File: config.mk
export PLATFORM = sky130hd
export DESIGN_NAME = ccc_target_engine
export DESIGN_NICKNAME = d
export VERILOG_FILES = /design/src/rtl/ccc_tgt_pkg.sv /design/src/rtl/ccc_tgt_addr_match.sv /design/src/rtl/ccc_tgt_rdmux.sv /design/src/rtl/ccc_target_engine.sv
export SDC_FILE = /design/constraint.sdc
export NUM_CORES = 1
export LEC_CHECK = 0
export BUFFER_PORTS_ARGS = -buffer_cell sky130_fd_sc_hd__buf_2
export CORE_ASPECT_RATIO = 1.75
export CORE_UTILIZATION = 32
export DETAILED_ROUTE_END_ITERATION = 16
export GPL_ROUTABILITY_DRIVEN = 0
export PLACE_DENSITY = 0.6
export SLEW_MARGIN = 20
export SYNTH_ARGS = -nofsm -noshare
export SYNTH_HDL_FRONTEND = slang
export SYNTH_SLANG_ARGS = --single-unit
File: constraint.sdc
create_clock -name clk -period 5.3 [get_ports clk]
set_clock_uncertainty 0.2 [all_clocks]
set_input_delay 1.06 -clock clk [delete_from_list [all_inputs] [get_ports clk]]
set_output_delay 1.06 -clock clk [all_outputs]
set_load 0.01 [all_outputs]
File: src/rtl/ccc_tgt_pkg.sv
package ccc_tgt_pkg;
   localparam int ADDR_W = 7;
   localparam int BYTE_W = 8;
   localparam logic [ADDR_W-1:0] BCAST_ADDR = 7'h7E;

   localparam logic [BYTE_W-1:0] CODE_DAA_ENTER = 8'h07;
   localparam logic [BYTE_W-1:0] CODE_ADDR_CLR  = 8'h06;
   localparam logic [BYTE_W-1:0] CODE_ALL_STAT  = 8'h29;
   localparam logic [BYTE_W-1:0] CODE_ONE_STAT  = 8'h87;
   localparam logic [BYTE_W-1:0] CODE_NEW_ADDR  = 8'h88;
   localparam logic [BYTE_W-1:0] CODE_GET_ID    = 8'h8D;
   localparam logic [BYTE_W-1:0] CODE_GET_BCHR  = 8'h8E;
   localparam logic [BYTE_W-1:0] CODE_GET_DCHR  = 8'h8F;

   localparam logic [BYTE_W-1:0] IDLE_BYTE = 8'hFF;

   function automatic logic code_is_direct(input logic [BYTE_W-1:0] code);
      return code[BYTE_W-1];
   endfunction
endpackage

File: src/rtl/ccc_tgt_addr_match.sv
module ccc_tgt_addr_match
   import ccc_tgt_pkg::*;
#(
   parameter bit HAS_STATIC = 1'b1,
   parameter logic [ADDR_W-1:0] STATIC_ADDR = 7'h2A
) (
   input  logic [ADDR_W-1:0] hdr_addr,
   input  logic [ADDR_W-1:0] dyn_addr,
   input  logic              daa_active,
   output logic              hit
);
   logic              own_ok;
   logic [ADDR_W-1:0] own_addr;
   logic              is_bcast;
   logic              no_dyn;

   assign is_bcast = (hdr_addr == BCAST_ADDR);
   assign no_dyn   = (dyn_addr == '0);

   generate
      if (HAS_STATIC) begin : g_static
         assign own_addr = no_dyn ? STATIC_ADDR : dyn_addr;
         assign own_ok   = 1'b1;
      end else begin : g_dyn_only
         assign own_addr = dyn_addr;
         assign own_ok   = !no_dyn;
      end
   endgenerate

   always_comb begin
      if (daa_active) hit = is_bcast && no_dyn;
      else            hit = is_bcast || (own_ok && (hdr_addr == own_addr));
   end
endmodule

File: src/rtl/ccc_tgt_rdmux.sv
module ccc_tgt_rdmux
   import ccc_tgt_pkg::*;
#(
   parameter int PID_BYTES = 6,
   parameter logic [8*PID_BYTES-1:0] PID = '0,
   parameter logic [BYTE_W-1:0] BCHR = 8'h00,
   parameter logic [BYTE_W-1:0] DCHR = 8'h00,
   parameter int OFS_W = 4
) (
   input  logic              active,
   input  logic [BYTE_W-1:0] code,
   input  logic [OFS_W-1:0]  ofs,
   output logic [BYTE_W-1:0] rdata,
   output logic              step
);
   localparam int DAA_LAST = PID_BYTES + 2;

   logic              in_id;
   logic [BYTE_W-1:0] id_byte;

   assign in_id   = (int'(ofs) < PID_BYTES);
   assign id_byte = in_id ? PID[8*int'(ofs) +: 8] : IDLE_BYTE;

   always_comb begin
      rdata = IDLE_BYTE;
      step  = 1'b0;
      if (active) begin
         case (code)
            CODE_DAA_ENTER: begin
               if (in_id)                            rdata = id_byte;
               else if (int'(ofs) == PID_BYTES)      rdata = BCHR;
               else if (int'(ofs) == PID_BYTES + 1)  rdata = DCHR;
               step = (int'(ofs) < DAA_LAST);
            end
            CODE_GET_ID: begin
               rdata = id_byte;
               step  = in_id;
            end
            CODE_GET_BCHR: rdata = BCHR;
            CODE_GET_DCHR: rdata = DCHR;
            default: ;
         endcase
      end
   end
endmodule

File: src/rtl/ccc_target_engine.sv
module ccc_target_engine
   import ccc_tgt_pkg::*;
#(
   parameter bit HAS_STATIC = 1'b1,
   parameter logic [6:0] STATIC_ADDR = 7'h2A,
   parameter int PID_BYTES = 6,
   parameter logic [8*PID_BYTES-1:0] PID = 48'h0123_4567_89AB,
   parameter logic [7:0] BCHR = 8'h26,
   parameter logic [7:0] DCHR = 8'hC5
) (
   input  logic       clk,
   input  logic       rst_n,
   input  logic       ev_start,
   input  logic       ev_write,
   input  logic       ev_read,
   input  logic       ev_stop,
   input  logic [6:0] ev_addr,
   input  logic       ev_rnw,
   input  logic [7:0] ev_data,
   output logic       rsp_valid,
   output logic       rsp_ack,
   output logic [7:0] rsp_data,
   output logic [6:0] dyn_addr,
   output logic       dyn_valid
);
   localparam int OFS_W    = $clog2(PID_BYTES + 3);
   localparam int DAA_LAST = PID_BYTES + 2;

   generate
      if (PID_BYTES < 1 || PID_BYTES > 8) begin : g_bad_pid
         $error("PID_BYTES must lie in 1..8");
      end
      if (HAS_STATIC && (STATIC_ADDR == BCAST_ADDR || STATIC_ADDR == 7'h00)) begin : g_bad_stat
         $error("STATIC_ADDR must be neither zero nor broadcast");
      end
   endgenerate

   logic [ADDR_W-1:0] dyn_q, dyn_d;
   logic              sel_q, sel_d;
   logic              bcast_q, bcast_d;
   logic              rdfr_q, rdfr_d;
   logic              in_ccc_q, in_ccc_d;
   logic              in_daa_q, in_daa_d;
   logic [BYTE_W-1:0] code_q, code_d;
   logic [OFS_W-1:0]  ofs_q, ofs_d;
   logic              ack_d;
   logic [BYTE_W-1:0] data_d;

   logic              hdr_hit;
   logic [BYTE_W-1:0] rd_byte;
   logic              rd_step;

   ccc_tgt_addr_match #(
      .HAS_STATIC (HAS_STATIC),
      .STATIC_ADDR(STATIC_ADDR)
   ) u_match (
      .hdr_addr  (ev_addr),
      .dyn_addr  (dyn_q),
      .daa_active(in_daa_q),
      .hit       (hdr_hit)
   );

   ccc_tgt_rdmux #(
      .PID_BYTES(PID_BYTES),
      .PID      (PID),
      .BCHR     (BCHR),
      .DCHR     (DCHR),
      .OFS_W    (OFS_W)
   ) u_rdmux (
      .active(sel_q && rdfr_q && in_ccc_q),
      .code  (code_q),
      .ofs   (ofs_q),
      .rdata (rd_byte),
      .step  (rd_step)
   );

   always_comb begin
      dyn_d    = dyn_q;
      sel_d    = sel_q;
      bcast_d  = bcast_q;
      rdfr_d   = rdfr_q;
      in_ccc_d = in_ccc_q;
      in_daa_d = in_daa_q;
      code_d   = code_q;
      ofs_d    = ofs_q;
      ack_d    = 1'b0;
      data_d   = IDLE_BYTE;

      if (ev_stop) begin
         sel_d    = 1'b0;
         bcast_d  = 1'b0;
         rdfr_d   = 1'b0;
         in_ccc_d = 1'b0;
         in_daa_d = 1'b0;
         code_d   = '0;
         ofs_d    = '0;
         ack_d    = 1'b1;
      end else if (ev_start) begin
         bcast_d = (ev_addr == BCAST_ADDR);
         if (bcast_d && !in_daa_q) in_ccc_d = 1'b0;
         sel_d  = hdr_hit;
         rdfr_d = ev_rnw;
         ack_d  = hdr_hit;
      end else if (ev_write) begin
         if (!sel_q) begin
            ack_d = 1'b0;
         end else if (bcast_q && !in_ccc_q) begin
            code_d   = ev_data;
            in_ccc_d = 1'b1;
            ofs_d    = '0;
            ack_d    = 1'b1;
            if (ev_data == CODE_DAA_ENTER) in_daa_d = 1'b1;
            if (ev_data == CODE_ADDR_CLR)  dyn_d = '0;
            if (ev_data == CODE_ALL_STAT && HAS_STATIC) dyn_d = STATIC_ADDR;
         end else if (in_ccc_q) begin
            ack_d = 1'b1;
            case (code_q)
               CODE_DAA_ENTER: begin
                  if (ofs_q == OFS_W'(DAA_LAST)) begin
                     dyn_d = ev_data[ADDR_W-1:0];
                     ofs_d = '0;
                  end
               end
               CODE_NEW_ADDR: dyn_d = ev_data[ADDR_W-1:0];
               CODE_ONE_STAT: begin
                  if (HAS_STATIC) dyn_d = STATIC_ADDR;
                  else            ack_d = bcast_q;
               end
               CODE_ADDR_CLR, CODE_ALL_STAT,
               CODE_GET_ID, CODE_GET_BCHR, CODE_GET_DCHR: ;
               default: ack_d = bcast_q || !code_is_direct(code_q);
            endcase
         end else begin
            ack_d = 1'b1;
         end
      end else if (ev_read) begin
         data_d = rd_byte;
         ack_d  = sel_q;
         if (rd_step) ofs_d = ofs_q + 1'b1;
      end
   end

   always_ff @(posedge clk) begin
      if (!rst_n) begin
         dyn_q     <= '0;
         sel_q     <= 1'b0;
         bcast_q   <= 1'b0;
         rdfr_q    <= 1'b0;
         in_ccc_q  <= 1'b0;
         in_daa_q  <= 1'b0;
         code_q    <= '0;
         ofs_q     <= '0;
         rsp_valid <= 1'b0;
         rsp_ack   <= 1'b0;
         rsp_data  <= IDLE_BYTE;
      end else begin
         dyn_q     <= dyn_d;
         sel_q     <= sel_d;
         bcast_q   <= bcast_d;
         rdfr_q    <= rdfr_d;
         in_ccc_q  <= in_ccc_d;
         in_daa_q  <= in_daa_d;
         code_q    <= code_d;
         ofs_q     <= ofs_d;
         rsp_valid <= ev_start | ev_write | ev_read | ev_stop;
         rsp_ack   <= ack_d;
         rsp_data  <= data_d;
      end
   end

   assign dyn_addr  = dyn_q;
   assign dyn_valid = (dyn_q != '0);
endmodule

Word-level counts from Yosys, hierarchy flattened
Index checks and enable logic that the tools add are counted.

Bits of input ports: 22. Register bits after elaboration: 34.

Order comparisons: 2. Reductions and logical operators: 27. Bitwise operators: 8. Mux-type cells: 36. Eq/ne operators: 23. Add/subtract/negate cells: 1. Shifts and indexed selects: 1.

Operator list (count): $shiftx 48x8->8 const A (1); $mux 7 (6); $eq 8x8->1 const B (5); $eq 8x3->1 const B (4); $mux 4 (8); $pmux 8 s4 (1); $mux 8 (3); $pmux 7 s3 (1); $eq 8x6->1 const B (2); $mux 1 (15); $eq 4x4->1 const B (3); $ne 3x1->1 const B (4); $reduce_bool 2->1 (6); $reduce_and 4->1 (2); $reduce_and 8->1 (1); $reduce_or 8->1 (1); $eq 7x7->1 (1); $eq 7x7->1 const B (1); $logic_not 7->1 (1); $reduce_and 7->1 (1); $reduce_bool 7->1 (1); $mux 6 (1); $reduce_or 6->1 (1); $logic_and 1x1->1 (5); other kinds (13) (23).

Logic depth before layout (Yosys ltp)
Gate-level depths: netlist of the first run.

Word-level depth: 9. Depth in mapped cells: 7. Gate-level depth less buffers: 6.

Modules after synthesis
Synthesis of the first run repeated with hierarchy kept, for this count alone.

Cell total of the unflattened synthesis: 237. Area, all modules: 2016.9 µm².

By module, submodules not included: ccc_target_engine (times used 1, seq. area each 680.7 µm², cells an instance 177, area an instance 1586.5 µm²); ccc_tgt_rdmux (times used 1, seq. area each 0.0 µm², cells an instance 35, area an instance 240.2 µm²); ccc_tgt_addr_match (times used 1, seq. area each 0.0 µm², cells an instance 25, area an instance 190.2 µm²).

Least setup slack after synthesis of the first run
No wires, ideal clock.

Kind: input to register. Start point: in ev_data[1]. End point: reg dyn_q[0] (netlist: dyn_addr[0]). Buffers on the path: 0. Path slack: 2927 ps. Cell stages on the path: 5. Data required time: 5028 ps. Data arrival time: 2102 ps. Cell sequence: and4bb_2 > mux2_2 > nand3_4 > a2bb2oi_4 > mux2i_1.

Word-level cells in the longest chain between the ends: 3. Elaborated cells on any way between the ends: 6. Those cells by class: eq/ne (3); mux (2); reduce/logical (1).

Ends and longest elaborated chain: start: declaration (RTL line ccc_target_engine.sv:19) `input logic [7:0] ev_data,`; $eq 8x3->1 or $eq 8x6->1 (tied branches) (RTL line ccc_target_engine.sv:113, ccc_target_engine.sv:114); $ne 3x1->1 (no line) or $mux 7 (tied branches); $reduce_and 8->1 (no line) or $mux 7 (tied branches); end signal: assignment (RTL line ccc_target_engine.sv:157) `dyn_q <= dyn_d;`; end: declaration (RTL line ccc_target_engine.sv:38) `logic [ADDR_W-1:0] dyn_q, dyn_d;`.

Parallel ways exist; a longest one is shown, timed or not. A chain may end at the register's enable or synchronous reset.

Worst setup path after layout of the first run
Start point: reg dyn_q[4] (netlist: dyn_addr[4]). End point: out dyn_valid.

Word-level cells in the longest chain between the ends: 1.

Ends and longest elaborated chain: $reduce_bool 7->1 (RTL line ccc_target_engine.sv:172) `assign dyn_valid = (dyn_q != '0);`; end: declaration (RTL line ccc_target_engine.sv:24) `output logic dyn_valid`.

No other way between the ends.

==> results.md, run 1 <==
* Status: finished clean
* Post-CTS sizing at 0
* # hold bufs at CTS at 0
* IO Count at 40
* Mapped Area at 1960 um^2
* Core area at 5880 um^2
* Worst EP required at 4.04 ns
* Die span in y at 105 um
* Antenna viol nets, final at 0
* Via count at 1720
* Die area at 6440 um^2
* HP Class: flop to flop
* WS Path Type: flop to primary output
* Number of library cell types mapped by synthesis at 62
* Routed len/inst at 14.7 um
* Unrepaired setup endpoints after global routing: no
* Mapped Cells at 218
* Layout cell share with drive strength beyond 1 at 0.233
* Hpwl dp at 3850 um
* Actual slew at the worst max-slew pin at 0.901 ns
* Worst-Skew Late Latency at 0.29 ns
* H-tree depth at 2
* DRC at 0
* Final Hold Vio Count at 0
* # Post-CTS Setup Buffers at 0
* Max-Cap Viols at 0
* Predominant post-synthesis flop cell: dfxtp_1
* N_diodes at 0
* EDFF count, synth at 0
* Register area share after synthesis at 0.338
* Final period utilization at 0.496
* Total gr overflow at 0
* CTS Sinks at 33
* Place WS at 2.61 ns
* CTS tree: built
* CTS max path bufs at 2
* Iter 0 DRT Violations at 71
* Setup TNS Final at 0 ns
* Reg clk slew, reported paths at 0.07 ns
* Startpoint type of the worst setup path: flop
* FF+latch count, synth at 33
* CTS buffer count at 5
* Fin. max-slew vios at 0
* # port buffers at 39
* Syn avg cell area at 8.97 um^2
* Final WL at 4860 um
* First-pass GRT wire length at 7550 um
* Die W at 61.1 um
* Min cycle time layout at 2.63 ns
* Fmax at 0.381 GHz
* Gr usage total at 0.160
* Drt via density at 5.20
* Leakage at 0.900 nW
* Kind of end point of the critical path: primary output
* Syn nets at 243
* Max IR drop VDD at 0.110 mV
* Vias in the first global route at 1648
* Crit path max fanout at 4
* Fin util at 0.387
* Largest net degree at the start of global routing at 17
* Final setup viols at 0
* Detailed Routing Iterations Pass 1 at 4
* Initial core utilization at 0.333
* Synth warn at 0
* Clock Tree Root: clkbuf_8
* Worst EP arrival at 1.37 ns
* Initial antenna violation count at 0
* Asr flop ratio synth at 0
* Area delta synth->final at 16.3%
* Final net count at 277
* Pwr dens at 233 nW/um^2
* PnR worst setup slack at 2.67 ns
* # rows at 37
* Worst slew margin at 0.394
[per-layer routing]
layer  vias up  wire length, um  track usage  part of all wire
li1        865                -            -                 -
met4         0              135       0.0844             0.028
met5         -                0            0                 0
met1       789             1790        0.144              0.37
met2        52             2740        0.305              0.56
met3        14              193       0.0356             0.040
[final timing paths]
kind	cells after the start	endpoint	startpoint	slack [ns]
setup / recovery	3	dyn_valid	dyn_addr[4]	2.67
hold / removal	2	rdfr_q	rdfr_q	0.31
setup reg to reg	5	ofs_q[1]	code_q[2]	3.25
hold reg to reg	2	rdfr_q	rdfr_q	0.31
[worst max-delay path, stage by stage (launching register included)]
cell and delay, ns:
dfxtp_1 0.36, nor4_2 0.37, nand3b_1 0.17, buf_2 0.17
[cell type report]
type | instances | area, um^2
clock inverter | 1 | 30.0
timing repair buffer | 39 | 195
inverter | 6 | 22.5
clock buffer | 7 | 86.3
tap | 78 | 97.6
fill | 621 | 3610
sequential | 33 | 661
multi-input combinational | 167 | 1180
[power breakdown]
part / switching, mW / leakage [nW] / internal (mW) / total (mW)
sequential: 0.000309 / 0.267 / 0.249 / 0.249
combinational: 0.0193 / 0.575 / 0.0136 / 0.0329
clock: 0.0934 / 0.0585 / 0.153 / 0.247
total: 0.113 / 0.900 / 0.416 / 0.529
[sequential cells by signal (all words and copies together), names as in the netlist]
name and count:
code_q 8, in_ccc_q 1, dyn_addr 7, rsp_ack 1, rsp_valid 1, ofs_q 4
bcast_q 1, in_daa_q 1, sel_q 1, rsp_data 7, rdfr_q 1
[metrics by stage]
stage	hold WS [ns]	instances	instance area (um^2)	total power, mW
3_3_place_gp	0.286	323	2160	0.287
2_1_floorplan	0.261	218	1960	0.269
4_1_cts	0.308	331	2270	0.532
6_report	0.308	331	2270	0.529
3_5_place_dp	0.292	323	2160	0.288
5_1_grt	0.325	331	2270	0.547
[cells in the final DEF (no fill, tap or decap), drive strengths merged, types with 6 or more instances in the layout]
master	count
a21oi	8
buf	39
clkbuf	7
dfxtp	33
inv	6
mux2i	17
nand2	20
nand3	9
nor2	23
nor3	8
o21ai	15
xor2	7
[cells in the mapped netlist (all sizes together), types with 2 or more instances]
master	instances	area share
a21boi	2	0.0077
nor2	23	0.044
o22ai	2	0.0064
nor4b	2	0.017
inv	6	0.012
nand3	9	0.029
nand4	3	0.0096
and4bb	2	0.015
a41oi	3	0.013
nand3b	3	0.012
nor3	8	0.026
buf	9	0.041
o211ai	2	0.0077
dfxtp	33	0.34
clkbuf	3	0.0058
nor2b	3	0.013
xor2	7	0.031
a21oi	8	0.020
nand2	20	0.038
o21ai	15	0.038
mux2i	17	0.087
ha	3	0.019
nor4	3	0.013
nand4b	3	0.013
nand2b	3	0.0096
[logic make-up after synthesis]
| group | count (synthesis) | synth area share |
|---|---|---|
| buffers and inverters | 18 | 0.0582 |
| AND/OR/NAND/NOR | 89 | 0.273 |
| flip-flops | 33 | 0.338 |
| AO/OA/AOI/OAI | 49 | 0.184 |
| XOR/XNOR | 8 | 0.0358 |
| adder cells (fa/ha/maj) | 3 | 0.0192 |
| multiplexers | 18 | 0.0928 |
Note: power is estimated with default switching activity, not from simulation.
==> inputs of run 2 (changes only) <==
Settings changed: ABC_AREA set to 1.
Clock period 5.3 ns to 2.7 ns, I/O delays scaled along.
==> run 2 against run 1 <==
  * Sequential cell count did not move
  * Sequential power increased by 97%
  * Critical endpoint unchanged
  * First-iteration DRC count grew 18%
  * Cell area grew 8.3%
  * Sequential share of layout area shrank 2.2 points
  * Largest power group unchanged
==> results.md, run 2 <==
* Status: finished clean
* Fin util at 0.392
* Worst-Skew Late Latency at 0.28 ns
* Initial core utilization at 0.335
* Gr usage total at 0.167
* Most common cell on crit path: nand2_1
* Crit path max fanout at 5
* HP Class: input port to flop
* Worst EP required at 1.96 ns
* H-tree depth at 2
* Post-CTS sizing at 0
* First-pass GRT wire length at 8850 um
* Unrepaired setup endpoints after global routing: no
* Max reg flops at 8
* Hpwl dp at 4420 um
* DRC at 0
* N_diodes at 0
* Top-count cell post-synth: nand2_1
* Die W at 63.3 um
* Final period utilization at 0.727
* Core area at 6280 um^2
* Leakage at 1.15 nW
* Storage cell area at 661 um^2
* Largest net degree at the start of global routing at 15
* Min cycle time layout at 1.96 ns
* Final setup viols at 0
* Area of the multi-input gates at 1220 um^2
* # port buffers at 39
* Initial antenna violation count at 0
* Syn avg cell area at 6.56 um^2
* Antenna viol nets, final at 0
* CTS max path bufs at 2
* Place WS at 0.660 ns
* Worst path buffer plus inverter count at 2
* Max IR drop VDD at 0.150 mV
* Max-Cap Viols at 0
* Dpl cells at 436
* Startpoint type of the worst setup path: flop
* Detailed Routing Iterations Pass 1 at 4
* Vias in the first global route at 2048
* Final Power at 0.938 mW
* Biggest register: code_q
* Total gr overflow at 0
* Worst slew margin at 0.596
* Synth warn at 0
* Largest cells by area after synthesis: dfxtp_1 31%, nand2_1 15%, nor2_1 8.0%, inv_1 7.7%, a21oi_1 4.3%
* Setup TNS Final at 0 ns
* Layout cell share with drive strength beyond 1 at 0.245
* WS Path Type: flop to primary output
* Kind of end point of the critical path: primary output
* FF+latch count, synth at 33
* Mapped Cells at 320
* Fin. max-slew vios at 0
* CP delay by family, top: flip-flops
* CTS Sinks at 33
* Final Hold Vio Count at 0
* Most frequent cells in the layout: 84 x nand2_1, 45 x nor2_1, 43 x inv_1
* # rows at 38
* EDFF count, synth at 0
* Slowest-stage cell, CP: dfxtp_1
* FILL cells at 675
* Die area at 6910 um^2
* Crit path cell chain: inv_1 > nand2_1 > nor2_1 > nand2_1 > buf_2
* Placed cell area at 2380 um^2
* Asr flop ratio synth at 0
* Fin cells at 443
* Number of library cell types mapped by synthesis at 35
* Final net count at 388
* Pwr dens at 381 nW/um^2
* Die span in y at 109 um
* Final WL at 5380 um
* Drt via density at 4.67
* Commonest non-fill, non-tap cell in the layout: nand2_1
* Commonest cells post-synth: 84 x nand2_1, 45 x nor2_1, 43 x inv_1
* Predominant post-synthesis flop cell: dfxtp_1
* PnR worst setup slack at 0.736 ns
* Reg clk slew, reported paths at 0.07 ns
* Clock Tree Root: clkbuf_8
* WHS at 0.260 ns
* Syn nets at 345
* Max stage delay on crit path at 0.32 ns
* Area delta synth->final at 17.2%
* IO Count at 40
* Post-synth top area share at 0.314
* CTS tree: built
* # hold bufs at CTS at 0
* Routed len/inst at 12.1 um
* Iter 0 DRT Violations at 84
* # Post-CTS Setup Buffers at 0
* CTS buffer count at 5
* Register area share after synthesis at 0.314
* Cell area after layout at 2460 um^2
* Fmax at 0.509 GHz
* Yosys top cell by area: dfxtp_1
* Mapped Area at 2100 um^2
* Worst EP arrival at 1.22 ns
* Via count at 2067
* Actual slew at the worst max-slew pin at 0.600 ns
[run 2: changes by cell type in the layout (fill, tap and decap cells not counted), sizes merged, moves of 4 or more]
cell	before	now
nor2	23	55
inv	6	49
xor2	7	0
nand3	9	16
nand2	20	98
mux2i	17	0
o21ai	15	19
a21oi	8	20
[run 2: final cells by class]
cell class              instances  share of cell area
well taps                      80              0.0407
repair buffers                 40              0.0823
clock buffers                   7              0.0351
multi-input cells             233               0.496
flip-flops and latches         33               0.268
inverters                      50              0.0772
[run 2: tightest hold or removal path, cell delays in order]
cell     delay, ns
buf_2         0.09
nand2_1       0.05
inv_1         0.04
[run 2: layer usage]
layer | vias up | routed length (um) | part of all wire | GRT usage
met4 | 0 | 288 | 0.054 | 0.120
met3 | 18 | 155 | 0.029 | 0.0251
met5 | - | 0 | 0 | 0
li1 | 1089 | - | - | -
met1 | 911 | 1980 | 0.37 | 0.145
met2 | 49 | 2960 | 0.55 | 0.337
[run 2: where the power goes]
group / switching (mW) / internal (mW) / leakage [nW]
clock: 0.181 / 0.202 / 0.0443
sequential: 0.000701 / 0.489 / 0.267
combinational: 0.0405 / 0.0244 / 0.842
total: 0.223 / 0.716 / 1.15
[run 2: final timing paths]
| check | slack [ns] | cells past startpoint | to | from |
|---|---|---|---|---|
| max | 0.74 | 5 | dyn_valid | dyn_addr[1] |
| min | 0.26 | 3 | rsp_ack | rst_n |
| max reg2reg | 0.91 | 11 | rsp_ack | code_q[7] |
| min reg2reg | 0.27 | 2 | code_q[5] | code_q[5] |
[run 2: cells by family (layout without fill, tap and decap cells)]
family,count (synthesis),count (layout),share of synthesized area
and+or+nand+nor,183,183,0.422
buffers and inverters,54,97,0.104
AOI/OAI and AO/OA,46,46,0.138
DFF,33,33,0.314
adders and majority gates,3,3,0.0179
xor gates and xnor gates,1,1,0.00417
==> inputs of run 3 (changes only) <==
Settings changed: ABC_AREA 1 to 0.
Clock period 2.7 ns to 2 ns, I/O delays scaled along.
==> run 3 against run 2 <==
  * Via count fell by 13%
  * Cell area decreased by 2.3%
  * Cell count is 21% lower
  * Combinational power is 49% higher
  * Register-to-register slack lost 0.76 ns
  * Global-route usage is essentially flat
  * Routed wire length down 6.6%
  * Clock power grew 32%
  * Utilization is 1.7 points higher
  * Critical endpoint unchanged
  * Largest cell class unchanged
  * Largest power group unchanged
  * Highest routed layer unchanged
==> results.md, run 3 (synthesized netlist as in run 1, its figures left out) <==
* Crit path cell chain: nor4_4 > nand3b_1 > buf_2
* Hold depth at 3
* H-tree depth at 2
* Worst-Skew Late Latency at 0.29 ns
* Gr usage total at 0.168
* Most frequent cells in the layout: 39 x buf_2, 32 x dfxtp_1, 23 x nor2_1
* Final Power at 1.26 mW
* Sw frac at 0.226
* Kind of end point of the critical path: primary output
* Iter 0 DRT Violations at 45
* Worst EP arrival at 1.32 ns
* Final period utilization at 0.958
* Drt via density at 5.16
* # port buffers at 39
* Largest net degree at the start of global routing at 14
* Die span in y at 105 um
* Die W at 61.1 um
* Actual slew at the worst max-slew pin at 0.438 ns
* Slowest-stage cell, CP: dfxtp_1
* Total gr overflow at 0
* Max-Cap Viols at 0
* Area of the multi-input gates at 1190 um^2
* CTS max path bufs at 2
* Unrepaired setup endpoints after global routing: yes
* Detailed Routing Iterations Pass 1 at 4
* Fmax at 0.522 GHz
* Max IR drop VDD at 0.219 mV
* Pwr dens at 525 nW/um^2
* Sw Pwr at 0.286 mW
* Combinational share of power at 0.076
* Initial core utilization at 0.333
* Max stage delay on crit path at 0.38 ns
* WS Path Type: flop to primary output
* IO Count at 40
* R2R setup slack at 0.15 ns
* N_diodes at 0
* Crit path max fanout at 4
* PnR worst setup slack at 0.0835 ns
* DRC at 0
* Startpoint type of the worst setup path: flop
* Die area at 6440 um^2
* Place WS at 0.0576 ns
* Final Hold Vio Count at 0
* Status: finished clean
* Clock power share at 0.400
* CTS buffer count at 5
* Layout cell share with drive strength beyond 1 at 0.289
* Final WL at 5020 um
* Max reg flops at 8
* Cell area after layout at 2410 um^2
* CTS tree: built
* Core area at 5880 um^2
* Clock Tree Root: clkbuf_8
* Routed len/inst at 14.4 um
* Placed cell area at 2300 um^2
* Storage cell area at 662 um^2
* FILL cells at 601
* Worst EP required at 1.40 ns
* Antenna viol nets, final at 0
* Final setup viols at 0
* Initial antenna violation count at 0
* # rows at 37
* Min cycle time layout at 1.92 ns
* CTS Sinks at 33
* # hold bufs at CTS at 0
* Design internal power at 0.977 mW
* Worst Reg2Reg Path Length in Cells at 6
* Area delta synth->final at 23.0%
* First-pass GRT wire length at 7920 um
* Worst slew margin at 0.705
* Reg clk slew, reported paths at 0.06 ns
* Hpwl dp at 3940 um
* HP Class: input port to flop
* Leakage at 0.988 nW
* Biggest register: code_q
* Commonest non-fill, non-tap cell in the layout: buf_2
* Flop pwr share at 0.524
* Final net count at 295
* Fin. max-slew vios at 0
* Via count at 1797
* Vias in the first global route at 1718
## run 3: timing repair
item / 4_1_cts / 5_1_grt
buffers inserted: 0 / 0
gates resized for setup: 0 / 3
setup endpoints to repair: 0 / 6
## run 3: final timing paths
| path | start | endpoint |
|---|---|---|
| worst max-delay path | dyn_addr[4] | dyn_valid |
| worst min-delay path | ev_rnw | rdfr_q |
| worst max register to register | in_ccc_q | ofs_q[1] |
| worst min register to register | dyn_addr[1] | dyn_addr[1] |
## run 3: through the flow
stage | instances | hold slack, ns | setup TNS [ns] | util
final | 348 | 0.163 | 0 | 0.409
after global routing | 348 | 0.191 | -0.0315 | 0.409
after CTS | 348 | 0.163 | 0 | 0.407
after detailed placement | 341 | 0.295 | 0 | 0.392
after global placement | 341 | 0.290 | 0 | 0.392
after floorplan | 218 | 0.261 | 0 | -
## run 3: cell type report
| type | count | area share |
|---|---|---|
| clock buffer | 7 | 0.0359 |
| multi-input combinational | 167 | 0.497 |
| timing repair buffer | 57 | 0.142 |
| tap | 78 | 0.0406 |
| inverter | 6 | 0.00936 |
| sequential | 33 | 0.275 |
## run 3: power by group through the flow
stage / clock (mW) / sequential [mW] / combinational [mW]
2_1_floorplan: 0 / 0.677 / 0.0365
3_5_place_dp: 0 / 0.676 / 0.0963
6_report: 0.505 / 0.661 / 0.0964
3_3_place_gp: 0 / 0.676 / 0.0958
4_1_cts: 0.525 / 0.661 / 0.0967
5_1_grt: 0.550 / 0.661 / 0.106
## run 3: critical path: cells and delay by family (launching register included)
kind	cells	cell delay [ns]
flops	1	0.38
buf+inv	1	0.16
simple gates	2	0.49
## run 3: routing by layer
metal | wire length [um] | track usage
met1 | 1970 | 0.165
met2 | 2760 | 0.309
met3 | 135 | 0.0209
met4 | 159 | 0.101
met5 | 0 | 0
